===== src/rtl/sfr_pkg.sv =====
// Shared offsets, status and control bit positions, and the decoded access
// record for the serial flag register block.
package sfr_pkg;

    localparam int unsigned BYTE_W = 8;

    // register byte offsets
    localparam int unsigned OFS_MODE = 0;
    localparam int unsigned OFS_RATE = 1;
    localparam int unsigned OFS_CTRL = 2;
    localparam int unsigned OFS_TXD  = 3;
    localparam int unsigned OFS_STAT = 4;
    localparam int unsigned OFS_RXD  = 5;

    // status bit positions (software decodes these)
    localparam int unsigned ST_TXE    = 7;
    localparam int unsigned ST_RXF    = 6;
    localparam int unsigned ST_OVR    = 5;
    localparam int unsigned ST_FRM    = 4;
    localparam int unsigned ST_PAR    = 3;
    localparam int unsigned ST_TXDONE = 2;
    localparam int unsigned ST_MPIN   = 1;
    localparam int unsigned ST_MPOUT  = 0;

    // control bit positions
    localparam int unsigned CT_TXEN = 5;
    localparam int unsigned CT_RXEN = 4;

    localparam logic [BYTE_W-1:0] ST_RESET   = 8'h84;
    localparam logic [BYTE_W-1:0] RATE_RESET = 8'hFF;
    localparam logic [BYTE_W-1:0] TXD_RESET  = 8'hFF;

    // one-hot decoded register access for the current cycle
    typedef struct packed {
        logic wr_mode;
        logic wr_rate;
        logic wr_ctrl;
        logic wr_txd;
        logic wr_stat;
        logic rd_stat;
        logic rd_rxd;
        logic rd_any;
    } sfr_acc_t;

endpackage


===== src/rtl/sfr_decode.sv =====
// Decodes one register access strobe into per-register write and read
// events. Assumes at most one access per cycle; offsets with no register
// decode to nothing except rd_any.
module sfr_decode #(
    parameter int unsigned ADDR_W = 3
) (
    input  logic              reg_valid,
    input  logic              reg_write,
    input  logic [ADDR_W-1:0] reg_addr,
    output sfr_pkg::sfr_acc_t acc
);
    import sfr_pkg::*;

    // combinational decode of the access into register events
    always_comb begin
        acc = '0;
        acc.rd_any = reg_valid && !reg_write;
        if (reg_valid) begin
            if (reg_write) begin
                acc.wr_mode = (reg_addr == ADDR_W'(OFS_MODE));
                acc.wr_rate = (reg_addr == ADDR_W'(OFS_RATE));
                acc.wr_ctrl = (reg_addr == ADDR_W'(OFS_CTRL));
                acc.wr_txd  = (reg_addr == ADDR_W'(OFS_TXD));
                acc.wr_stat = (reg_addr == ADDR_W'(OFS_STAT));
            end else begin
                acc.rd_stat = (reg_addr == ADDR_W'(OFS_STAT));
                acc.rd_rxd  = (reg_addr == ADDR_W'(OFS_RXD));
            end
        end
    end

endmodule


===== src/rtl/sfr_cfg_regs.sv =====
// Holds the plain storage bytes: mode, bit rate, control and the transmit
// holding byte. These have no side effects of their own; flag effects of a
// transmit-data write are handled in the flag logic.
module sfr_cfg_regs (
    input  logic                       clk,
    input  logic                       rst_n,
    input  sfr_pkg::sfr_acc_t          acc,
    input  logic [sfr_pkg::BYTE_W-1:0] wdata,
    output logic [sfr_pkg::BYTE_W-1:0] mode_q,
    output logic [sfr_pkg::BYTE_W-1:0] rate_q,
    output logic [sfr_pkg::BYTE_W-1:0] ctrl_q,
    output logic [sfr_pkg::BYTE_W-1:0] txd_q
);
    import sfr_pkg::*;

    // load each storage byte on its own write event
    always_ff @(posedge clk) begin
        if (!rst_n) begin
            mode_q <= '0;
            rate_q <= RATE_RESET;
            ctrl_q <= '0;
            txd_q  <= TXD_RESET;
        end else begin
            if (acc.wr_mode) mode_q <= wdata;
            if (acc.wr_rate) rate_q <= wdata;
            if (acc.wr_ctrl) ctrl_q <= wdata;
            if (acc.wr_txd)  txd_q  <= wdata;
        end
    end

endmodule


===== src/rtl/sfr_flags.sv =====
// Status flag engine. Keeps the flag byte and a record of which flags the
// latest status read showed as one. A written zero clears only recorded
// flags. Receive events set full or overrun, the shifter handshake sets
// both transmit flags, and a disabled transmitter pins them set.
// Assumes a single register access per cycle.
module sfr_flags (
    input  logic                       clk,
    input  logic                       rst_n,
    input  sfr_pkg::sfr_acc_t          acc,
    input  logic [sfr_pkg::BYTE_W-1:0] wdata,
    input  logic                       tx_en,
    input  logic                       rx_en,
    input  logic                       rx_strobe,
    input  logic                       tx_ready,
    output logic [sfr_pkg::BYTE_W-1:0] stat_q,
    output logic                       rx_store
);
    import sfr_pkg::*;

    logic [BYTE_W-1:0] seen_q;
    logic [BYTE_W-1:0] stat_d;
    logic [BYTE_W-1:0] seen_d;
    logic [BYTE_W-1:0] kept;
    logic              rx_full_eff;
    logic              rx_hit;
    logic              tx_take;

    // a read of the receive byte in this cycle frees the buffer for arrivals
    assign rx_full_eff = stat_q[ST_RXF] && !acc.rd_rxd;
    assign rx_hit      = rx_strobe && rx_en;
    assign rx_store    = rx_hit && !rx_full_eff;
    assign tx_take     = !stat_q[ST_TXE] && tx_ready;
    assign kept        = stat_q & (wdata | ~seen_q);

    // next flag byte and read record, applied in priority order
    always_comb begin
        stat_d = stat_q;
        seen_d = seen_q;
        if (acc.wr_stat) begin
            stat_d[ST_TXE:ST_TXDONE] = kept[ST_TXE:ST_TXDONE];
            stat_d[ST_MPOUT]         = wdata[ST_MPOUT];
            seen_d                   = seen_q & wdata;
        end
        if (acc.rd_stat) begin
            seen_d = stat_q;
        end
        if (acc.rd_rxd) begin
            stat_d[ST_RXF] = 1'b0;
        end
        if (rx_hit) begin
            if (rx_full_eff) stat_d[ST_OVR] = 1'b1;
            else             stat_d[ST_RXF] = 1'b1;
        end
        if (tx_take) begin
            stat_d[ST_TXE]    = 1'b1;
            stat_d[ST_TXDONE] = 1'b1;
        end
        if (acc.wr_txd) begin
            stat_d[ST_TXDONE] = 1'b0;
        end
        if (!stat_d[ST_TXE]) begin
            stat_d[ST_TXDONE] = 1'b0;
        end
        if (!tx_en) begin
            stat_d[ST_TXE]    = 1'b1;
            stat_d[ST_TXDONE] = 1'b1;
        end
        stat_d[ST_MPIN] = 1'b0;
    end

    // flag and read-record registers
    always_ff @(posedge clk) begin
        if (!rst_n) begin
            stat_q <= ST_RESET;
            seen_q <= '0;
        end else begin
            stat_q <= stat_d;
            seen_q <= seen_d;
        end
    end

endmodule


===== src/rtl/sfr_rx_buffer.sv =====
// Single receive holding byte, loaded when the flag engine accepts an
// arriving byte. Assumes the store decision already covers enable, full
// and overrun.
module sfr_rx_buffer (
    input  logic                       clk,
    input  logic                       rst_n,
    input  logic                       rx_store,
    input  logic [sfr_pkg::BYTE_W-1:0] rx_byte,
    output logic [sfr_pkg::BYTE_W-1:0] rx_data_q
);
    // capture an accepted byte
    always_ff @(posedge clk) begin
        if (!rst_n) rx_data_q <= '0;
        else if (rx_store) rx_data_q <= rx_byte;
    end

endmodule


===== src/rtl/serial_flag_regs.sv =====
// Top of the single-buffer serial channel register block. Ties the access
// decoder, storage bytes, flag engine and receive buffer together, and
// registers the read data. Assumes one access per cycle on the register
// port; unmapped offsets read zero and ignore writes.
module serial_flag_regs #(
    parameter int unsigned ADDR_W = 3
) (
    input  logic              clk,
    input  logic              rst_n,
    input  logic              reg_valid,
    input  logic              reg_write,
    input  logic [ADDR_W-1:0] reg_addr,
    input  logic [7:0]        reg_wdata,
    output logic [7:0]        reg_rdata,
    input  logic              rx_strobe,
    input  logic [7:0]        rx_byte,
    output logic              tx_valid,
    output logic [7:0]        tx_byte,
    input  logic              tx_ready,
    output logic [7:0]        cfg_mode,
    output logic [7:0]        cfg_rate,
    output logic [7:0]        cfg_ctrl
);
    import sfr_pkg::*;

    sfr_acc_t          acc;
    logic [BYTE_W-1:0] stat_q;
    logic [BYTE_W-1:0] rx_data_q;
    logic [BYTE_W-1:0] txd_q;
    logic [BYTE_W-1:0] rd_mux;
    logic              rx_store;

    sfr_decode #(.ADDR_W(ADDR_W)) u_dec (
        .reg_valid (reg_valid),
        .reg_write (reg_write),
        .reg_addr  (reg_addr),
        .acc       (acc)
    );

    sfr_cfg_regs u_cfg (
        .clk    (clk),
        .rst_n  (rst_n),
        .acc    (acc),
        .wdata  (reg_wdata),
        .mode_q (cfg_mode),
        .rate_q (cfg_rate),
        .ctrl_q (cfg_ctrl),
        .txd_q  (txd_q)
    );

    sfr_flags u_flags (
        .clk       (clk),
        .rst_n     (rst_n),
        .acc       (acc),
        .wdata     (reg_wdata),
        .tx_en     (cfg_ctrl[CT_TXEN]),
        .rx_en     (cfg_ctrl[CT_RXEN]),
        .rx_strobe (rx_strobe),
        .tx_ready  (tx_ready),
        .stat_q    (stat_q),
        .rx_store  (rx_store)
    );

    sfr_rx_buffer u_rxb (
        .clk       (clk),
        .rst_n     (rst_n),
        .rx_store  (rx_store),
        .rx_byte   (rx_byte),
        .rx_data_q (rx_data_q)
    );

    assign tx_valid = !stat_q[ST_TXE];
    assign tx_byte  = txd_q;

    // select the register addressed by a read
    always_comb begin
        unique case (reg_addr)
            ADDR_W'(OFS_MODE): rd_mux = cfg_mode;
            ADDR_W'(OFS_RATE): rd_mux = cfg_rate;
            ADDR_W'(OFS_CTRL): rd_mux = cfg_ctrl;
            ADDR_W'(OFS_TXD):  rd_mux = txd_q;
            ADDR_W'(OFS_STAT): rd_mux = stat_q;
            ADDR_W'(OFS_RXD):  rd_mux = rx_data_q;
            default:           rd_mux = '0;
        endcase
    end

    // register read data at the end of the read cycle
    always_ff @(posedge clk) begin
        if (!rst_n) reg_rdata <= '0;
        else if (acc.rd_any) reg_rdata <= rd_mux;
    end

endmodule


===== config.mk =====
export PLATFORM = sky130hd
export DESIGN_NAME = serial_flag_regs
export DESIGN_NICKNAME = d
export VERILOG_FILES = /design/src/rtl/sfr_pkg.sv /design/src/rtl/sfr_decode.sv /design/src/rtl/sfr_cfg_regs.sv /design/src/rtl/sfr_flags.sv /design/src/rtl/sfr_rx_buffer.sv /design/src/rtl/serial_flag_regs.sv
export SDC_FILE = /design/constraint.sdc
export NUM_CORES = 1
export LEC_CHECK = 0
export ABC_AREA = 1
export ABC_CLOCK_PERIOD_IN_PS = 1550
export BUFFER_PORTS_ARGS = -buffer_cell sky130_fd_sc_hd__buf_2
export CAP_MARGIN = 20
export CORE_UTILIZATION = 38
export CTS_CLUSTER_SIZE = 30
export DETAILED_ROUTE_END_ITERATION = 10
export PLACE_DENSITY = 0.64
export SYNTH_ARGS = -nofsm -noshare
export SYNTH_HDL_FRONTEND = slang
export SYNTH_SLANG_ARGS = --single-unit

===== constraint.sdc =====
create_clock -name clk -period 1.55 [get_ports clk]
set_clock_uncertainty 0.15 [all_clocks]
set_input_delay 0.155 -clock clk [delete_from_list [all_inputs] [get_ports clk]]
set_output_delay 0.155 -clock clk [all_outputs]
set_load 0.05 [all_outputs]

### Yosys cells after proc, flatten, opt, wreduce, memory -nomap -nowiden

Cells that the tools add are included.

| word-level totals | value |
|---|---|
| register bits after elaboration | 64 |
| latch bits | 0 |
| RAM bits | 0 |
| ROM bits | 0 |
| bits of input ports | 25 |
| memories | 0 |

| cells by class | value |
|---|---|
| add/sub/neg operators | 0 |
| $mul | 0 |
| div/mod/pow operators | 0 |
| $lt $le $gt $ge | 0 |
| eq/ne operators | 6 |
| shifts and indexed selects | 0 |
| mux-type cells | 15 |
| bitwise gates (word level) | 4 |
| reductions and logical operators | 12 |

Operator list:

| cell | count |
|---|---|
| case mux 8 bit (6 select lines) | 1 |
| AND 8 bit | 2 |
| 2-to-1 mux 8 bit | 2 |
| inverter 8 bit | 1 |
| bitwise OR 8 bit | 1 |
| 2-to-1 mux 1 bit | 7 |
| 2-to-1 mux 7 bit | 1 |
| == test 3 x 2 -> 1 bit, second input constant | 2 |
| == test 3 bit, second input constant | 2 |
| 2-to-1 mux 6 bit | 1 |
| logical AND 1 bit | 5 |
| 2-to-1 mux 5 bit | 1 |
| logical NOT 1 bit | 4 |
| 2-to-1 mux 2 bit | 2 |
| != test 4 x 3 -> 1 bit, second input constant | 1 |
| == test 3 x 1 -> 1 bit, second input constant | 1 |
| logical NOT 3 bit | 1 |
| AND reduction 2 bit | 1 |
| nonzero test 2 bit | 1 |

### Longest topological paths before layout

Gate-level depths: netlist of the first run.

| logic depth | value |
|---|---|
| word-level depth | 7 |
| depth in mapped cells | 9 |
| gate-level depth less buffers | 8 |

### By module

Synthesis of the first run repeated with hierarchy kept, for this count alone.

| second synthesis, totals | value |
|---|---|
| cells, all modules | 462 |
| area total of the unflattened synthesis | 3093.0 um^2 |

By module, submodules not included:

| module | times used | cells an instance | area an instance (um^2) |
|---|---|---|---|
| sfr_cfg_regs | 1 | 163 | 1203.7 |
| serial_flag_regs | 1 | 144 | 865.8 |
| sfr_flags | 1 | 83 | 576.8 |
| sfr_rx_buffer | 1 | 51 | 356.6 |
| sfr_decode | 1 | 21 | 90.1 |

### Worst setup path after synthesis of the first run

Ideal clock, no wire load.

| timing | value |
|---|---|
| path kind | input port to flip-flop |
| start | in reg_addr[0] |
| end | reg u_flags.stat_q[7] (netlist name) |
| library setup time | 120 ps |
| data arrival time | 1052 ps |
| data required time | 1280 ps |
| path slack | 228 ps |
| stages on the path | 8 |
| path buffers | 1 |
| cells stage by stage | buf_2 -> nor2_4 -> nand2_4 -> nor2_4 -> inv_2 -> nand2_1 -> nand3_1 -> or2_1 |

| on the way | value |
|---|---|
| cells in the longest elaborated chain, start to end | 5 |

RTL lines:

| item | RTL line | RTL |
|---|---|---|
| from (decl) | serial_flag_regs.sv:12 | `input logic [ADDR_W-1:0] reg_addr,` |
| == test 3 bit | sfr_decode.sv:24 | `acc.wr_stat = (reg_addr == ADDR_W'(OFS_STAT));` |
| 2-to-1 mux 5 bit | sfr_decode.sv:19 | `if (reg_write) begin` |
| 2-to-1 mux 7 bit | sfr_decode.sv:18 | `if (reg_valid) begin` |
| 2-to-1 mux 6 bit | sfr_flags.sv:39 | `if (acc.wr_stat) begin` |
| 2-to-1 mux 1 bit | sfr_flags.sv:54 | `if (tx_take) begin` |
| to (signal assigned) | sfr_flags.sv:77 | `stat_q <= stat_d;` |
| to (decl) | sfr_flags.sv:15 | `output logic [sfr_pkg::BYTE_W-1:0] stat_q,` |

No other way between the ends. The select of a mux whose other input is x is not followed.
A chain may end at the register's enable or synchronous reset.

### Worst setup path in the final report of the first run

| timing | value |
|---|---|
| start | reg u_flags.stat_q[7] (netlist name) |
| end | out tx_valid |

| on the way | value |
|---|---|
| cells in the longest elaborated chain, start to end | 1 |

RTL lines:

| item | RTL line | RTL |
|---|---|---|
| logical NOT 1 bit | serial_flag_regs.sv:72 | `assign tx_valid = !stat_q[ST_TXE];` |
| to (decl) | serial_flag_regs.sv:17 | `output logic tx_valid,` |

No other way between the ends.

==> results of run 1 <==
[layout make-up]
class,instances,area [sq um]
fill,693,3320
sequential,61,1220
multi-input combinational,246,1200
timing repair buffer,92,581
inverter,46,173
clock buffer,15,166
tap,96,120
clock inverter,1,5.00
[registers in the layout, indices dropped and copies added, names as in the netlist]
name / count
reg_rdata: 8
u_cfg.ctrl_q: 8
u_cfg.mode_q: 8
u_cfg.rate_q: 8
u_cfg.txd_q: 8
u_rxb.rx_data_q: 8
u_flags.stat_q: 7
u_flags.seen_q: 6
[power groups by stage]
stage          Clock (W)  Sequential, W  Combinational, W
2_1_floorplan          0        0.00176          0.000149
3_3_place_gp           0        0.00166          0.000382
3_5_place_dp           0        0.00166          0.000385
4_1_cts          0.00126        0.00162          0.000417
5_1_grt          0.00133        0.00163          0.000450
6_report         0.00125        0.00163          0.000418
[placed cells by master, fill, tap and decap left out, types with 4 or more instances in the layout]
cell type	Yosys	layout
a21oi_1	37	37
dfxtp_1	61	61
nand4_1	4	4
clkbuf_1	7	4
nor2_1	26	26
buf_2	2	65
o21ai_1	4	4
inv_1	39	39
o21ai_0	38	38
inv_2	6	6
clkbuf_8	0	11
o211ai_1	12	12
dlygate4sd3_1	0	16
nand3_1	22	22
nand2_1	83	83
buf_4	4	10
[worst max-delay path: stages, from the launching register on]
cell,delay [ns]
dfxtp_1,0.33
inv_1,0.12
buf_2,0.28
[final timing paths]
check	startpoint	slack [ns]	endpoint
max	u_flags.stat_q[7]	0.18	tx_valid
min	tx_ready	0.02	u_flags.stat_q[2]
max reg2reg	u_cfg.ctrl_q[4]	0.19	u_rxb.rx_data_q[2]
min reg2reg	u_flags.seen_q[4]	0.29	u_flags.stat_q[4]
[timing repair]
action | CTS | global route
gates resized for setup | 0 | 0
endpoints found under the hold margin | 23 | 0
hold buffers | 16 | 0
[kinds of logic after synthesis]
family	after synthesis	share of synthesized area [%]
AO/OA/AOI/OAI	99	20.5
flip-flops	61	45.8
AND/OR/NAND/NOR	147	24.7
buffers and inverters	59	8.97
[per-layer routing]
metal | vias to the layer above | track usage (%) | wire length (um)
li1 | 1386 | - | -
met5 | - | 0 | 0
met4 | 0 | 10.8 | 168
met1 | 1244 | 27.8 | 3580
met3 | 15 | 3.95 | 399
met2 | 77 | 34.5 | 3620
[stage by stage]
stage               power, W  instance area [sq um]  setup WS (ns)  instances  util, %
finish               0.00329                   3470          0.179        557     51.1
global route         0.00341                   3470         0.0862        557     51.1
CTS                  0.00330                   3470          0.180        557     51.1
detailed placement   0.00204                   3140         0.0566        525     46.2
global placement     0.00204                   3140         0.0876        525     46.2
floorplan            0.00191                   2670          0.228        366        -
==> flow_metrics.env, run 1 <==
export IMPL_cp_start_kind="register"
export IMPL_drc=0
export IMPL_clock_sinks=61
export IMPL_path_max_fanout=4
export IMPL_grt_start_max_net_pins=28
export IMPL_htreeDepth=3
export IMPL_diodes=0
export IMPL_initialDrtViolationCount=143
export IMPL_switching_share_pct=27.1
export IMPL_synth_top_area_share_pct=45.8
export IMPL_worstSetupPathType="register to output port"
export IMPL_cellPowerDensity_nw_per_um2=949
export IMPL_wl_per_cell_um=13.9
export IMPL_combPwrFrac_pct=12.7
export IMPL_fin_nets=481
export IMPL_clkPwrFrac_pct=38.0
export IMPL_worst_endpoint_required_ns=1.24
export IMPL_ys_seq_area_share_pct=45.8
export IMPL_cts_tree="done"
export IMPL_final_hold_viol_count=0
export IMPL_dp_hpwl_um=5750
export IMPL_root_buffer="clkbuf_8"
export IMPL_yosysTopAreaCell="dfxtp_1"
export IMPL_max_clock_freq_mhz=730
export IMPL_num_vias=2722
export IMPL_io_buffers=65
export IMPL_gr_total_overflow=0
export IMPL_ir_drop_uv=356
export IMPL_pwr_share_seq_pct=49.4
export IMPL_hold_depth=5
export IMPL_reg2reg_depth=5
export IMPL_first_pass_iters=4
export IMPL_die_w_um=85.7
export IMPL_grt_pass1_wl_um=12100
export IMPL_core_sq_um=6790
export IMPL_rows=30
export IMPL_clock_latency_ns=0.34
export IMPL_ys_top_cells_by_count="nand2_1 (83), dfxtp_1 (61), inv_1 (39)"
export IMPL_synth_edff_count=0
export IMPL_ys_types=27
export IMPL_synthTopCellsByArea="dfxtp_1 (46%), nand2_1 (12%), o21ai_0 (7.1%)"
export IMPL_hold_class="primary input to register"
export IMPL_tns_ns=0
export IMPL_antenna_found_initial=0
export IMPL_synth_most_common_cell="nand2_1"
export IMPL_min_period_ns=1.37
export IMPL_finalMaxSlewViolations=0
export IMPL_vias_per_cell=4.89
export IMPL_switchingPower_w=0.000894
export IMPL_drive_gt1_share_pct=22.8
export IMPL_postCtsSetupBuffers=0
export IMPL_synth_top_flop_cell="dfxtp_1"
export IMPL_fin_crit_sh_pct=88.4
export IMPL_p_leak_nw=1.58
export IMPL_grt_pass1_vias=2478
export IMPL_numCtsBuffers=9
export IMPL_synth_ff_latch_count=61
export IMPL_die_y_um=85.7
export IMPL_syn_to_final_growth_pct=30.2
export IMPL_syn_avg_cell_area_sq_um=7.28
export IMPL_status="finished, final reports clean"
export IMPL_yosys_warnings=0
export IMPL_finalWirelength_um=7770
export IMPL_slew_headroom_pct=70.1
export IMPL_cap_viol_max_count=0
export IMPL_clk_pin_slew_ns=0.06
export IMPL_dieArea_sq_um=7350
export IMPL_setup_viol=0
export IMPL_rsz0062_at_grt="no"
export IMPL_cp_end_kind="output port"
export IMPL_async_reset_ff_share_pct=0
export IMPL_p_int_w=0.00240
export IMPL_tightest_slew_ns=0.448
export IMPL_synthCells=366
export IMPL_place_gp_congestion=0.858
export IMPL_synth_fp_nets=391
export IMPL_ant_nets=0
export IMPL_io_pins=66
export IMPL_clock_path_buffers=2
export IMPL_cp_arrival_ns=1.07
export IMPL_holdWs_ns=0.0216
export IMPL_track_usage_pct=21.5
export IMPL_synth_area_sq_um=2670
export IMPL_start_util_pct=39.2
Power figures use the tool's default switching activity.
==> inputs of run 2 (changes only) <==
--- a/config.mk
+++ b/config.mk
@@ -5,14 +5,12 @@
 export SDC_FILE = /design/constraint.sdc
 export NUM_CORES = 1
 export LEC_CHECK = 0
-export ABC_AREA = 1
 export ABC_CLOCK_PERIOD_IN_PS = 1550
 export BUFFER_PORTS_ARGS = -buffer_cell sky130_fd_sc_hd__buf_2
-export CAP_MARGIN = 20
-export CORE_UTILIZATION = 38
+export CORE_UTILIZATION = 50
 export CTS_CLUSTER_SIZE = 30
 export DETAILED_ROUTE_END_ITERATION = 10
-export PLACE_DENSITY = 0.64
+export PLACE_DENSITY = 0.79
 export SYNTH_ARGS = -nofsm -noshare
 export SYNTH_HDL_FRONTEND = slang
 export SYNTH_SLANG_ARGS = --single-unit
==> flow_metrics.env, run 2 <==
export IMPL_critPathSlowestCell="nor2b_2"
export IMPL_synth_area_sq_um=2890
export IMPL_synth_top_area_share_pct=42.3
export IMPL_p_int_w=0.00236
export IMPL_rsz0062_at_grt="no"
export IMPL_synth_edff_count=0
export IMPL_max_stage_delay_ns=0.46
export IMPL_max_clock_freq_mhz=713
export IMPL_grt_start_max_net_pins=37
export IMPL_cap_viol_max_count=0
export IMPL_min_period_ns=1.40
export IMPL_clkPwrFrac_pct=35.9
export IMPL_antenna_found_initial=0
export IMPL_slew_headroom_pct=65.7
export IMPL_htreeDepth=3
export IMPL_synthTopCellsByArea="dfxtp_1 (42%), mux2i_1 (16%), nand2_1 (6.6%)"
export IMPL_final_cell_mix="buf_2 (65), dfxtp_1 (61), nand2_1 (51)"
export IMPL_p_leak_nw=1.55
export IMPL_multi_input_area_sq_um=1470
export IMPL_clock_latency_ns=0.34
export IMPL_pwr_share_seq_pct=50.1
export IMPL_fin_util_pct=66.5
export IMPL_async_reset_ff_share_pct=0
export IMPL_dieArea_sq_um=6080
export IMPL_clk_pin_slew_ns=0.06
export IMPL_worst_endpoint_required_ns=1.66
export IMPL_gr_total_overflow=0
export IMPL_ys_types=44
export IMPL_worstSetupPathType="register to register"
export IMPL_switching_share_pct=26.7
export IMPL_clock_path_buffers=2
export IMPL_track_usage_pct=26.5
export IMPL_start_util_pct=52.1
export IMPL_hold_end="u_flags.stat_q[6]"
export IMPL_initialDrtViolationCount=184
export IMPL_numCtsBuffers=9
export IMPL_dp_cells=453
export IMPL_fin_crit_sh_pct=90.5
export IMPL_clock_sinks=61
export IMPL_hold_class="primary input to register"
export IMPL_setup_viol=0
export IMPL_dp_hpwl_um=5320
export IMPL_num_vias=2599
export IMPL_grt_pass1_vias=2420
export IMPL_synth_most_common_cell="dfxtp_1"
export IMPL_vias_per_cell=5.38
export IMPL_grt_pass1_wl_um=12200
export IMPL_synth_ff_latch_count=61
export IMPL_yosys_warnings=0
export IMPL_worstPathCellList="inv_1 > a31o_1 > nor2b_2 > mux2i_1"
export IMPL_ys_seq_area_share_pct=42.3
export IMPL_die_y_um=78.0
export IMPL_finalMaxSlewViolations=0
export IMPL_seq_area_sq_um=1220
export IMPL_holdCritStartpoint="rx_strobe"
export IMPL_io_buffers=65
export IMPL_fillers=467
export IMPL_rr_endpoint="u_rxb.rx_data_q[6]"
export IMPL_hold_depth=4
export IMPL_final_common_cell="buf_2"
export IMPL_combPwrFrac_pct=14.0
export IMPL_cts_tree="done"
export IMPL_postCtsSetupBuffers=0
export IMPL_rows=27
export IMPL_core_sq_um=5540
export IMPL_ant_nets=0
export IMPL_path_max_fanout=8
export IMPL_synth_top_flop_cell="dfxtp_1"
export IMPL_fin_nets=434
export IMPL_synth_fp_nets=342
export IMPL_die_w_um=78.0
export IMPL_crit_buf_inv=1
export IMPL_drc=0
export IMPL_cp_start_kind="register"
export IMPL_syn_avg_cell_area_sq_um=9.11
export IMPL_ir_drop_uv=584
export IMPL_reg2reg_depth=4
export IMPL_path_delay_family="simple AND/OR/NAND/NOR gates"
export IMPL_cellPowerDensity_nw_per_um2=875
export IMPL_synthCells=317
export IMPL_drive_gt1_share_pct=28.2
export IMPL_cp_end_kind="register"
export IMPL_status="finished, final reports clean"
export IMPL_power_total_w=0.00322
export IMPL_syn_to_final_growth_pct=27.6
export IMPL_io_pins=66
export IMPL_first_pass_iters=4
export IMPL_yosysTopAreaCell="dfxtp_1"
export IMPL_finalWirelength_um=7640
export IMPL_layout_cells_non_filler=483
export IMPL_tightest_slew_ns=0.512
export IMPL_wl_per_cell_um=15.8
export IMPL_worstReg2RegStart="u_flags.stat_q[6]"
export IMPL_cp_arrival_ns=1.52
export IMPL_switchingPower_w=0.000861
export IMPL_rrSetupSlack_ns=0.15
export IMPL_final_hold_viol_count=0
export IMPL_holdWs_ns=0.0697
export IMPL_place_gp_congestion=0.814
export IMPL_root_buffer="clkbuf_8"
export IMPL_diodes=0
export IMPL_ys_top_cells_by_count="dfxtp_1 (61), nand2_1 (51), mux2i_1 (45)"
-- run 2: changes by cell type after synthesis, moves of 9 or more --
cell / before / now
a21oi_1: 37 / 13
inv_1: 39 / 6
mux2i_1: 0 / 45
nand2_1: 83 / 51
o211ai_1: 12 / 3
nor2b_1: 0 / 27
o21ai_0: 38 / 16
nor2_1: 26 / 3
-- run 2: worst min-delay path, cell delays in order --
cell and delay [ns]:
buf_2 0.10, nand2_1 0.10, buf_4 0.12, a21oi_1 0.05
-- run 2: metal layers --
layer	track usage (%)	part of all wire [%]	routed length (um)
met5	0	0	0
met1	34.2	46	3520
met4	9.07	1.2	95
met2	41.2	46	3550
met3	9.06	6.2	474
-- run 2: worst max path at each step --
stage                                  from                  to  slack, ns  depth (start not counted)
after global placement            reg_write  u_rxb.rx_data_q[1]      -0.21                          5
after global routing      u_flags.stat_q[6]  u_rxb.rx_data_q[6]       0.03                          4
final                     u_flags.stat_q[6]  u_rxb.rx_data_q[6]       0.15                          4
after floorplan             u_cfg.ctrl_q[3]        reg_rdata[3]       0.09                          3
after detailed placement          reg_write  u_rxb.rx_data_q[1]      -0.26                          5
after CTS                 u_flags.stat_q[6]  u_rxb.rx_data_q[1]       0.13                          4
-- run 2: power by group through the flow --
stage / sequential (W) / clock (W) / combinational, W
2_1_floorplan: 0.00173 / 0 / 0.000191
3_3_place_gp: 0.00165 / 0 / 0.000407
3_5_place_dp: 0.00165 / 0 / 0.000412
4_1_cts: 0.00161 / 0.00118 / 0.000446
5_1_grt: 0.00162 / 0.00125 / 0.000482
6_report: 0.00162 / 0.00116 / 0.000450
-- run 2: layout make-up --
cell class,count,share of cell area (%)
Timing Repair Buffer,109,19.6
Inverter,6,0.611
Sequential cell,61,33.2
Multi-Input combinational cell,222,40.0
Clock inverter,3,0.408
Clock buffer,10,3.74
Tap cell,72,2.45
-- run 2: cell families after synthesis --
| logic type | count (synthesis) | synth area share (%) |
|---|---|---|
| and+or+nand+nor | 115 | 20.9 |
| DFF | 61 | 42.3 |
| AOI/OAI and AO/OA | 60 | 13.7 |
| muxes | 47 | 16.4 |
| buffers and inverters | 34 | 6.72 |
-- run 2: metrics by stage --
stage          setup slack [ns]  instance area (sq um)  TNS [ns]
2_1_floorplan            0.0935                   2890         0
3_3_place_gp             -0.206                   3360     -3.59
3_5_place_dp             -0.260                   3360     -5.42
4_1_cts                   0.129                   3680         0
5_1_grt                  0.0323                   3680         0
6_report                  0.147                   3680         0
-- run 2: what timing repair did --
item | 4_1_cts | 5_1_grt
hold buffers | 17 | 0
resized for setup | 1 | 0
endpoints found under the setup margin | 8 | 0
endpoints found under the hold margin | 27 | 0
